==> src/rtl/fmb_pkg.sv <==
// Package: shared constants, field helpers and state type for the flash
// mailbox target. Assumes a 32-bit register bus and a 16-dword window.
package fmb_pkg;

    localparam int DWORD_W    = 32;
    localparam int WIN_DWORDS = 16;
    localparam int LEN_W      = $clog2(WIN_DWORDS) + 1;
    localparam int ADDR_FLD_W = 22;

    localparam logic [3:0] OPC_WRITE = 4'h0;
    localparam logic [3:0] OPC_AUTH  = 4'h1;
    localparam logic [3:0] OPC_READ  = 4'h2;
    localparam logic [3:0] OPC_PWR   = 4'h4;

    localparam logic [3:0] RES_OK     = 4'h0;
    localparam logic [3:0] RES_AUTH   = 4'h1;
    localparam logic [3:0] RES_ACCESS = 4'h2;

    typedef enum logic [2:0] {
        ST_IDLE,
        ST_WAIT,
        ST_XFER,
        ST_DRAIN,
        ST_FIN
    } eng_state_e;

    // Opcode field of a command word.
    function automatic logic [3:0] cmd_opcode(input logic [DWORD_W-1:0] w);
        return w[31:28];
    endfunction

    // Count field of a command word.
    function automatic logic [3:0] cmd_count(input logic [DWORD_W-1:0] w);
        return w[27:24];
    endfunction

    // Dword address field of a command word.
    function automatic logic [ADDR_FLD_W-1:0] cmd_addr(input logic [DWORD_W-1:0] w);
        return w[23:2];
    endfunction

    // Status word built from an opcode and a result code.
    function automatic logic [DWORD_W-1:0] make_status(input logic [3:0] op,
                                                        input logic [3:0] res);
        return {2'b00, 1'b1, 21'd0, op, res};
    endfunction

endpackage

==> src/rtl/fmb_window.sv <==
// Module: sixteen-dword data window with a host write port and an engine
// write port. The engine port wins when both ports hit the same index in one
// cycle. Assumes synchronous active-low reset; the contents are visible in
// parallel so that reads and engine fetches are combinational.
module fmb_window #(
    parameter int WORDS = fmb_pkg::WIN_DWORDS,
    parameter int IDX_W = $clog2(WORDS)
) (
    input  logic                               clk,
    input  logic                               rst_n,
    input  logic                               host_we,
    input  logic [IDX_W-1:0]                   host_idx,
    input  logic [fmb_pkg::DWORD_W-1:0]        host_wdata,
    input  logic                               eng_we,
    input  logic [IDX_W-1:0]                   eng_idx,
    input  logic [fmb_pkg::DWORD_W-1:0]        eng_wdata,
    output logic [WORDS-1:0][fmb_pkg::DWORD_W-1:0] words
);

    // Store the window; the engine write follows the host write so it wins.
    always_ff @(posedge clk) begin
        if (!rst_n) begin
            words <= '0;
        end else begin
            if (host_we) words[host_idx] <= host_wdata;
            if (eng_we)  words[eng_idx]  <= eng_wdata;
        end
    end

endmodule

==> src/rtl/fmb_cmd_check.sv <==
// Module: combinational inspection of a command word. Works out the transfer
// length from the opcode-specific count encoding and flags unknown opcodes and
// transfers that run past the modelled memory. Assumes MEM_WORDS >= 1.
module fmb_cmd_check #(
    parameter int MEM_WORDS = 64
) (
    input  logic [fmb_pkg::DWORD_W-1:0] cmd_word,
    output logic [fmb_pkg::LEN_W-1:0]   xfer_len,
    output logic                        touches_mem,
    output logic                        is_read,
    output logic                        reject
);
    import fmb_pkg::*;

    localparam int END_W = ADDR_FLD_W + 2;

    logic [3:0]       op;
    logic [3:0]       cnt;
    logic [END_W-1:0] end_addr;
    logic             known;

    assign op  = cmd_opcode(cmd_word);
    assign cnt = cmd_count(cmd_word);

    // Decode the opcode and the count encoding that belongs to it.
    always_comb begin
        xfer_len    = '0;
        touches_mem = 1'b0;
        is_read     = 1'b0;
        known       = 1'b1;
        case (op)
            OPC_WRITE: begin
                xfer_len    = LEN_W'(cnt) + LEN_W'(1);
                touches_mem = 1'b1;
            end
            OPC_READ: begin
                xfer_len    = (cnt == 4'd0) ? LEN_W'(WIN_DWORDS) : LEN_W'(cnt);
                touches_mem = 1'b1;
                is_read     = 1'b1;
            end
            OPC_AUTH, OPC_PWR: known = 1'b1;
            default:           known = 1'b0;
        endcase
    end

    // Range check on the last dword touched plus one.
    assign end_addr = END_W'(cmd_addr(cmd_word)) + END_W'(xfer_len);
    assign reject   = !known || (touches_mem && (end_addr > END_W'(MEM_WORDS)));

endmodule

==> src/rtl/fmb_engine.sv <==
// Module: command engine. Owns the command and status words, waits the
// programmed latency, moves dwords between window and memory, and posts the
// completion status. Assumes memory read data arrives one cycle after mem_re
// and that auth_fail is stable while a command is pending.
module fmb_engine #(
    parameter int MEM_WORDS  = 64,
    parameter int OP_LATENCY = 8,
    parameter int MEM_AW     = $clog2(MEM_WORDS)
) (
    input  logic                                          clk,
    input  logic                                          rst_n,
    input  logic                                          post_we,
    input  logic [fmb_pkg::DWORD_W-1:0]                   post_data,
    input  logic                                          auth_fail,
    input  logic [fmb_pkg::WIN_DWORDS-1:0][fmb_pkg::DWORD_W-1:0] win_words,
    output logic                                          win_we,
    output logic [$clog2(fmb_pkg::WIN_DWORDS)-1:0]        win_idx,
    output logic [fmb_pkg::DWORD_W-1:0]                   win_wdata,
    output logic [MEM_AW-1:0]                             mem_addr,
    output logic                                          mem_we,
    output logic [fmb_pkg::DWORD_W-1:0]                   mem_wdata,
    output logic                                          mem_re,
    input  logic [fmb_pkg::DWORD_W-1:0]                   mem_rdata,
    output logic                                          pwr_cycle,
    output logic [fmb_pkg::DWORD_W-1:0]                   cmd_word,
    output logic [fmb_pkg::DWORD_W-1:0]                   status_word
);
    import fmb_pkg::*;

    localparam int WAIT_W = $clog2(OP_LATENCY + 1);
    localparam int IDX_W  = $clog2(WIN_DWORDS);

    eng_state_e          state_q;
    logic [DWORD_W-1:0]  cmd_q;
    logic [DWORD_W-1:0]  status_q;
    logic [3:0]          op_q;
    logic [MEM_AW-1:0]   base_q;
    logic [LEN_W-1:0]    len_q;
    logic                rd_q;
    logic                mem_q;
    logic                err_q;
    logic [WAIT_W-1:0]   wait_q;
    logic [LEN_W-1:0]    idx_q;
    logic                cap_vld_q;
    logic [IDX_W-1:0]    cap_idx_q;
    logic [3:0]          result;

    logic [LEN_W-1:0]    chk_len;
    logic                chk_mem;
    logic                chk_rd;
    logic                chk_reject;

    fmb_cmd_check #(.MEM_WORDS(MEM_WORDS)) u_check (
        .cmd_word    (post_data),
        .xfer_len    (chk_len),
        .touches_mem (chk_mem),
        .is_read     (chk_rd),
        .reject      (chk_reject)
    );

    // Result code chosen at completion.
    always_comb begin
        if (err_q)                 result = RES_ACCESS;
        else if (op_q == OPC_AUTH) result = auth_fail ? RES_AUTH : RES_OK;
        else                       result = RES_OK;
    end

    // Main sequencer: accept, wait, transfer, drain, finish.
    always_ff @(posedge clk) begin
        if (!rst_n) begin
            state_q  <= ST_IDLE;
            cmd_q    <= '0;
            status_q <= '0;
            op_q     <= '0;
            base_q   <= '0;
            len_q    <= '0;
            rd_q     <= 1'b0;
            mem_q    <= 1'b0;
            err_q    <= 1'b0;
            wait_q   <= '0;
            idx_q    <= '0;
        end else begin
            case (state_q)
                ST_IDLE: begin
                    if (post_we && post_data[0]) begin
                        cmd_q   <= post_data;
                        op_q    <= cmd_opcode(post_data);
                        base_q  <= post_data[2 +: MEM_AW];
                        len_q   <= chk_len;
                        rd_q    <= chk_rd;
                        mem_q   <= chk_mem;
                        err_q   <= chk_reject;
                        wait_q  <= '0;
                        state_q <= ST_WAIT;
                    end
                end
                ST_WAIT: begin
                    if (wait_q == WAIT_W'(OP_LATENCY - 1)) begin
                        idx_q   <= '0;
                        state_q <= (mem_q && !err_q) ? ST_XFER : ST_FIN;
                    end else begin
                        wait_q <= wait_q + WAIT_W'(1);
                    end
                end
                ST_XFER: begin
                    idx_q <= idx_q + LEN_W'(1);
                    if (idx_q == len_q - LEN_W'(1))
                        state_q <= rd_q ? ST_DRAIN : ST_FIN;
                end
                ST_DRAIN: state_q <= ST_FIN;
                ST_FIN: begin
                    status_q <= make_status(op_q, result);
                    cmd_q[0] <= 1'b0;
                    state_q  <= ST_IDLE;
                end
                default: state_q <= ST_IDLE;
            endcase
        end
    end

    // Read capture pipeline: data returns one cycle after the strobe.
    always_ff @(posedge clk) begin
        if (!rst_n) begin
            cap_vld_q <= 1'b0;
            cap_idx_q <= '0;
        end else begin
            cap_vld_q <= mem_re;
            cap_idx_q <= idx_q[IDX_W-1:0];
        end
    end

    // Memory and window side outputs.
    assign mem_re      = (state_q == ST_XFER) && rd_q;
    assign mem_we      = (state_q == ST_XFER) && !rd_q;
    assign mem_addr    = base_q + MEM_AW'(idx_q);
    assign mem_wdata   = win_words[idx_q[IDX_W-1:0]];
    assign win_we      = cap_vld_q;
    assign win_idx     = cap_idx_q;
    assign win_wdata   = mem_rdata;
    assign pwr_cycle   = (state_q == ST_FIN) && (op_q == OPC_PWR) && !err_q;
    assign cmd_word    = cmd_q;
    assign status_word = status_q;

    // Checker counter: cycles elapsed since the current command was accepted.
    logic [15:0] busy_cnt_q;
    always_ff @(posedge clk) begin
        if (!rst_n)
            busy_cnt_q <= '0;
        else if (state_q == ST_IDLE)
            busy_cnt_q <= '0;
        else if (busy_cnt_q != 16'hFFFF)
            busy_cnt_q <= busy_cnt_q + 16'd1;
    end

    assert_cmd_locked_R3: assert property (@(posedge clk) disable iff (!rst_n)
        (state_q != ST_IDLE && state_q != ST_FIN) |=> (cmd_q == $past(cmd_q)));

    assert_busy_floor_R4: assert property (@(posedge clk) disable iff (!rst_n)
        $fell(cmd_q[0]) |-> (busy_cnt_q >= 16'(OP_LATENCY)));

    assert_status_stamp_R7: assert property (@(posedge clk) disable iff (!rst_n)
        $fell(cmd_q[0]) |-> (status_q[29] && status_q[7:4] == cmd_q[31:28]));

    assert_no_mem_on_error_R8: assert property (@(posedge clk) disable iff (!rst_n)
        err_q |-> !(mem_we || mem_re));

    assert_xfer_bound_R5: assert property (@(posedge clk) disable iff (!rst_n)
        (mem_we || mem_re) |-> (idx_q < len_q));

    assert_pwr_single_R10: assert property (@(posedge clk) disable iff (!rst_n)
        pwr_cycle |=> (!pwr_cycle && !cmd_q[0]));

endmodule

==> src/rtl/flash_mbox_target.sv <==
// Module: top of the flash mailbox target. Decodes the register bus into the
// data window, the command word and the status word, and joins the window to
// the command engine. Assumes single-cycle bus writes and a combinational
// read path; WIN_BASE + 18 must fit in BUS_AW bits.
module flash_mbox_target #(
    parameter int BUS_AW     = 8,
    parameter int WIN_BASE   = 'h3E,
    parameter int MEM_WORDS  = 64,
    parameter int OP_LATENCY = 8,
    parameter int MEM_AW     = $clog2(MEM_WORDS)
) (
    input  logic              clk,
    input  logic              rst_n,
    input  logic [BUS_AW-1:0] bus_addr,
    input  logic              bus_we,
    input  logic [31:0]       bus_wdata,
    output logic [31:0]       bus_rdata,
    input  logic              auth_fail,
    output logic [MEM_AW-1:0] mem_addr,
    output logic              mem_we,
    output logic [31:0]       mem_wdata,
    output logic              mem_re,
    input  logic [31:0]       mem_rdata,
    output logic              pwr_cycle
);
    import fmb_pkg::*;

    localparam int IDX_W   = $clog2(WIN_DWORDS);
    localparam int DATA_LO = WIN_BASE + 1;
    localparam int DATA_HI = WIN_BASE + WIN_DWORDS;
    localparam int CMD_AT  = WIN_BASE + WIN_DWORDS + 1;
    localparam int STAT_AT = WIN_BASE + WIN_DWORDS + 2;

    logic                                     hit_data;
    logic                                     hit_cmd;
    logic                                     hit_stat;
    logic [IDX_W-1:0]                         data_idx;
    logic [WIN_DWORDS-1:0][DWORD_W-1:0]       win_words;
    logic                                     eng_win_we;
    logic [IDX_W-1:0]                         eng_win_idx;
    logic [DWORD_W-1:0]                       eng_win_wdata;
    logic [DWORD_W-1:0]                       cmd_word;
    logic [DWORD_W-1:0]                       status_word;
    logic [BUS_AW-1:0]                        data_off;

    // Address decode of the register window.
    assign hit_data = (bus_addr >= BUS_AW'(DATA_LO)) && (bus_addr <= BUS_AW'(DATA_HI));
    assign hit_cmd  = (bus_addr == BUS_AW'(CMD_AT));
    assign hit_stat = (bus_addr == BUS_AW'(STAT_AT));
    assign data_off = bus_addr - BUS_AW'(DATA_LO);
    assign data_idx = data_off[IDX_W-1:0];

    fmb_window #(.WORDS(WIN_DWORDS)) u_window (
        .clk        (clk),
        .rst_n      (rst_n),
        .host_we    (bus_we && hit_data),
        .host_idx   (data_idx),
        .host_wdata (bus_wdata),
        .eng_we     (eng_win_we),
        .eng_idx    (eng_win_idx),
        .eng_wdata  (eng_win_wdata),
        .words      (win_words)
    );

    fmb_engine #(
        .MEM_WORDS  (MEM_WORDS),
        .OP_LATENCY (OP_LATENCY)
    ) u_engine (
        .clk         (clk),
        .rst_n       (rst_n),
        .post_we     (bus_we && hit_cmd),
        .post_data   (bus_wdata),
        .auth_fail   (auth_fail),
        .win_words   (win_words),
        .win_we      (eng_win_we),
        .win_idx     (eng_win_idx),
        .win_wdata   (eng_win_wdata),
        .mem_addr    (mem_addr),
        .mem_we      (mem_we),
        .mem_wdata   (mem_wdata),
        .mem_re      (mem_re),
        .mem_rdata   (mem_rdata),
        .pwr_cycle   (pwr_cycle),
        .cmd_word    (cmd_word),
        .status_word (status_word)
    );

    // Read multiplexer; unmapped addresses return zero.
    always_comb begin
        if (hit_data)      bus_rdata = win_words[data_idx];
        else if (hit_cmd)  bus_rdata = cmd_word;
        else if (hit_stat) bus_rdata = status_word;
        else               bus_rdata = '0;
    end

    assert_rd_unmapped_R1: assert property (@(posedge clk) disable iff (!rst_n)
        !(hit_data || hit_cmd || hit_stat) |-> (bus_rdata == 32'd0));

endmodule

==> config.mk <==
export PLATFORM = sky130hd
export DESIGN_NAME = flash_mbox_target
export DESIGN_NICKNAME = d
export VERILOG_FILES = /design/src/rtl/fmb_pkg.sv /design/src/rtl/fmb_window.sv /design/src/rtl/fmb_cmd_check.sv /design/src/rtl/fmb_engine.sv /design/src/rtl/flash_mbox_target.sv
export SDC_FILE = /design/constraint.sdc
export NUM_CORES = 2
export LEC_CHECK = 0
export ABC_CLOCK_PERIOD_IN_PS = 6970
export BUFFER_PORTS_ARGS = -buffer_cell sky130_fd_sc_hd__buf_4
export CELL_PAD_IN_SITES_DETAIL_PLACEMENT = 2
export CELL_PAD_IN_SITES_GLOBAL_PLACEMENT = 2
export CORE_MARGIN = 1
export CORE_UTILIZATION = 30
export CTS_CLUSTER_SIZE = 12
export DETAILED_ROUTE_END_ITERATION = 8
export HOLD_SLACK_MARGIN = 0.15
export PLACE_DENSITY = 0.72
export SYNTH_ARGS = -nofsm -noshare
export SYNTH_HDL_FRONTEND = slang
export SYNTH_HIERARCHICAL = 1
export SYNTH_SLANG_ARGS = --single-unit
==> constraint.sdc <==
create_clock -name clk -period 6.97 [get_ports clk]
set_clock_uncertainty 0.05 [all_clocks]
set_input_delay 1.394 -clock clk [delete_from_list [all_inputs] [get_ports clk]]
set_output_delay 1.394 -clock clk [all_outputs]
set_load 0.03 [all_outputs]
==> impl_results.md <==
* Status: finished clean
* Max Fclk at 164 MHz
* Total CTS buffers at 72
* FF+latch count, synth at 576
* Number of iterations in the first detailed-routing pass at 6
* Clock buffer depth at 3
* Worst hold path class: reg2reg
* R2R setup slack at 3.91 ns
* Via density at 7.12
* IO Count at 149
* Initial Util at 30.4%
* Initial antenna violation count at 21
* Hold Startpoint: u_engine/cmd_word[19]
* Switching part of the total at 31.6%
* Leak pwr at 13.0 nW
* GRT Total Usage at 32.5%
* Setup-failing EPs final at 0
* CP Buf/Inv Count at 3
* Top_reg_cell synth: dfxtp_1
* Placed Area at 39900 um2
* Global placer's final weighted congestion at 0.844
* Via count at 41400
* # DRC at 0
* Die height at 359 um
* DRT antenna net count at 0
* Clk_lat worst skew at 0.68 ns
* Post-synth top cells: nand2_1, dfxtp_1, a31oi_1, o31ai_1, o21ai_0
* Grt ovf at 0
* # clock sinks at 576
* Fill cells at 13900
* Final min period at 6.11 ns
* Actual slew at the worst max-slew pin at 1.25 ns
* Setup Buffers After CTS at 0
* Post-synth EDFFs at 0
* Hold slack final at 0.409 ns
* Seq/Total Area, Yosys at 30.1%
* Hold-fix buffer count after cts at 0
* Clk slew on worst S/H paths at 0.06 ns
* RSZ-0062 raised after global routing: false
* Most frequent cell after synthesis: nand2_1
* Critical Path Sink Type: output pin
* Die Wd at 359 um
* Final hold vios at 0
* DP HPWL at 122000 um
* Critical Path Fanout Max at 31
* Synth area leaders: dfxtp_1, mux4_2, o31ai_1
* Area Overhead vs Synth at 10.2%
* Synth async-reset ratio at 0%
* Crit-path cells: buf_6 > ha_1 > xor2_4 > buf_12 > mux4_2 > mux2i_1 > o211ai_1 > buf_4
* CTS tree: done
* Cell Area, Synth at 38300 um2
* Storage element area at 11500 um2
* Root buffer cell: clkbuf_16
* Number of max-cap violations at 0
* Pre-CTS WS at 0.980 ns
* Die area at 129000 um2
* Final Cycle Share at 87.7%
* Largest stage delay, worst path at 0.87 ns
* TNS Setup at 0 ns
* Critical path's slowest cell: xor2_4
* Share of post-route cells with drive strength above 1 at 18.8%
* Startpoint types: primary input
* Setup ws final at 0.860 ns
* Core box area at 126000 um2
* Clock Power Share at 45.7%
* IO buf count at 148
* Leading area contributor after synthesis: dfxtp_1
* Starting DRC count in detailed routing at 4825
* Mapped Cells at 4423
* Cts repair resizes at 0
* Syn. warnings at 6
* Largest net degree at the start of global routing at 164
* Comb power frac at 15.0%
* Sequential power share at 39.3%
* Top Family by Delay on Critical Path: buffers and inverters
* CP required at 5.53 ns
* FP Rows at 130
* Critical Path AT at 4.67 ns
* CP Class: in2out
* Peak supply drop at 162 uV
* Drt wl/cell at 37.4 um
* Net load switching power at 2.69 mW
* Global-route wire length before repair at 312000 um
* Share of the synthesized area in the top cell type at 30.1%
* Fin area at 42200 um2
* Setup crit start: bus_addr[0]
* RR Startpoint: u_engine/win_idx[2]
* Yosys cell types at 82
* Slew margin rel. at 16.3%
* PD cells at 202 nW/um2
* H-tree depth at 3
* P_int at 5.83 mW
* Vias in the first global route at 42900
* Area occupied by multi-input gates at 23900 um2
* Mean Syn Cell Area at 8.66 um2
* Detailed-route wire length at 218000 um
* Slew Viols, Final at 0
* NumNets Final at 4201
## power by group through the flow
stage          Combinational (mW)  Sequential, mW  Clock (mW)
5_1_grt                      1.30            3.35        4.04
3_5_place_dp                 1.23            3.42           0
6_report                     1.28            3.35        3.90
2_1_floorplan               0.768            3.38           0
4_1_cts                      1.23            3.35        3.91
3_3_place_gp                 1.21            3.42           0
## registers in the layout (all words and copies together) (netlist names)
register and count:
u_window/words 512, u_engine/cmd_word 32, u_engine/win_idx 4, u_engine/win_we 1
u_engine/len_q 5, u_engine/err_q 1, u_engine/state_q 3, u_engine/status_word 7
u_engine/wait_q 4, u_engine/idx_q 5, u_engine/rd_q 1, u_engine/mem_q 1
## worst min-delay path: stages, from the launching register on
cell and delay, ns:
dfxtp_1 0.31, nand2_1 0.05, a21oi_1 0.05
## routing by layer
| metal | GRT usage [%] | vias up | part of all wire, % |
|---|---|---|---|
| met5 | 0 | - | 0.056 |
| met4 | 15.0 | 18 | 4.8 |
| met3 | 9.49 | 617 | 11 |
| met2 | 49.4 | 2723 | 44 |
| met1 | 42.3 | 21700 | 41 |
| li1 | - | 16300 | - |
## metrics by stage
step	power (mW)	instances	util, %
5_1_grt	8.68	5808	33.5
4_1_cts	8.48	5803	33.5
3_5_place_dp	4.65	5681	31.6
6_report	8.52	5816	33.5
3_3_place_gp	4.63	5681	31.6
2_1_floorplan	4.15	4447	-
## cell families (layout without fill, tap and decap cells)
group,after synthesis,count (layout),share of synthesized area (%)
AO/OA/AOI/OAI,1808,1808,30.6
AND/OR/NAND/NOR,977,977,12.7
buffers and inverters,702,408,8.36
flip-flops,576,576,30.1
multiplexers,320,320,17.0
adder cells (fa/ha/maj),21,21,0.722
XOR/XNOR,18,18,0.431
other,1,38,0.00979
## worst paths after layout
| check | end | cells after the start |
|---|---|---|
| setup / recovery | bus_rdata[31] | 8 |
| hold / removal | u_engine/cmd_word[19] | 2 |
| setup reg to reg | u_window/words[107] | 4 |
| hold reg to reg | u_engine/cmd_word[19] | 2 |
## layout by cell type, fill, tap and decap left out, drive strengths merged, types with 8 or more instances in the layout
cell and n:
o211ai 67, ha 18, mux4 256, o21ai 523, and4bb 32, nand3b 8, and2 11, mux2 32
nand3 14, conb 25, inv 29, o31ai 514, nand2 703, xor2 10, and4 32, buf 260
nor3b 9, nor2b 11, diode 13, mux2i 32, a31oi 514, a22oi 64, dfxtp 576, nor2 43
clkinv 10, clkbuf 108, a22o 32, and4b 67, a21oi 61, xnor2 8
## area by class of cell
type                       count  share of cell area, %
sequential                   576                   27.3
multi-input combinational   3169                   56.7
clock inverter                14                  0.341
timing repair buffer         260                   5.33
antenna                       13                 0.0771
tap                         1650                   4.89
clock buffer                 108                   5.11
inverter                      26                  0.240
(Power assumes the default switching activity.)
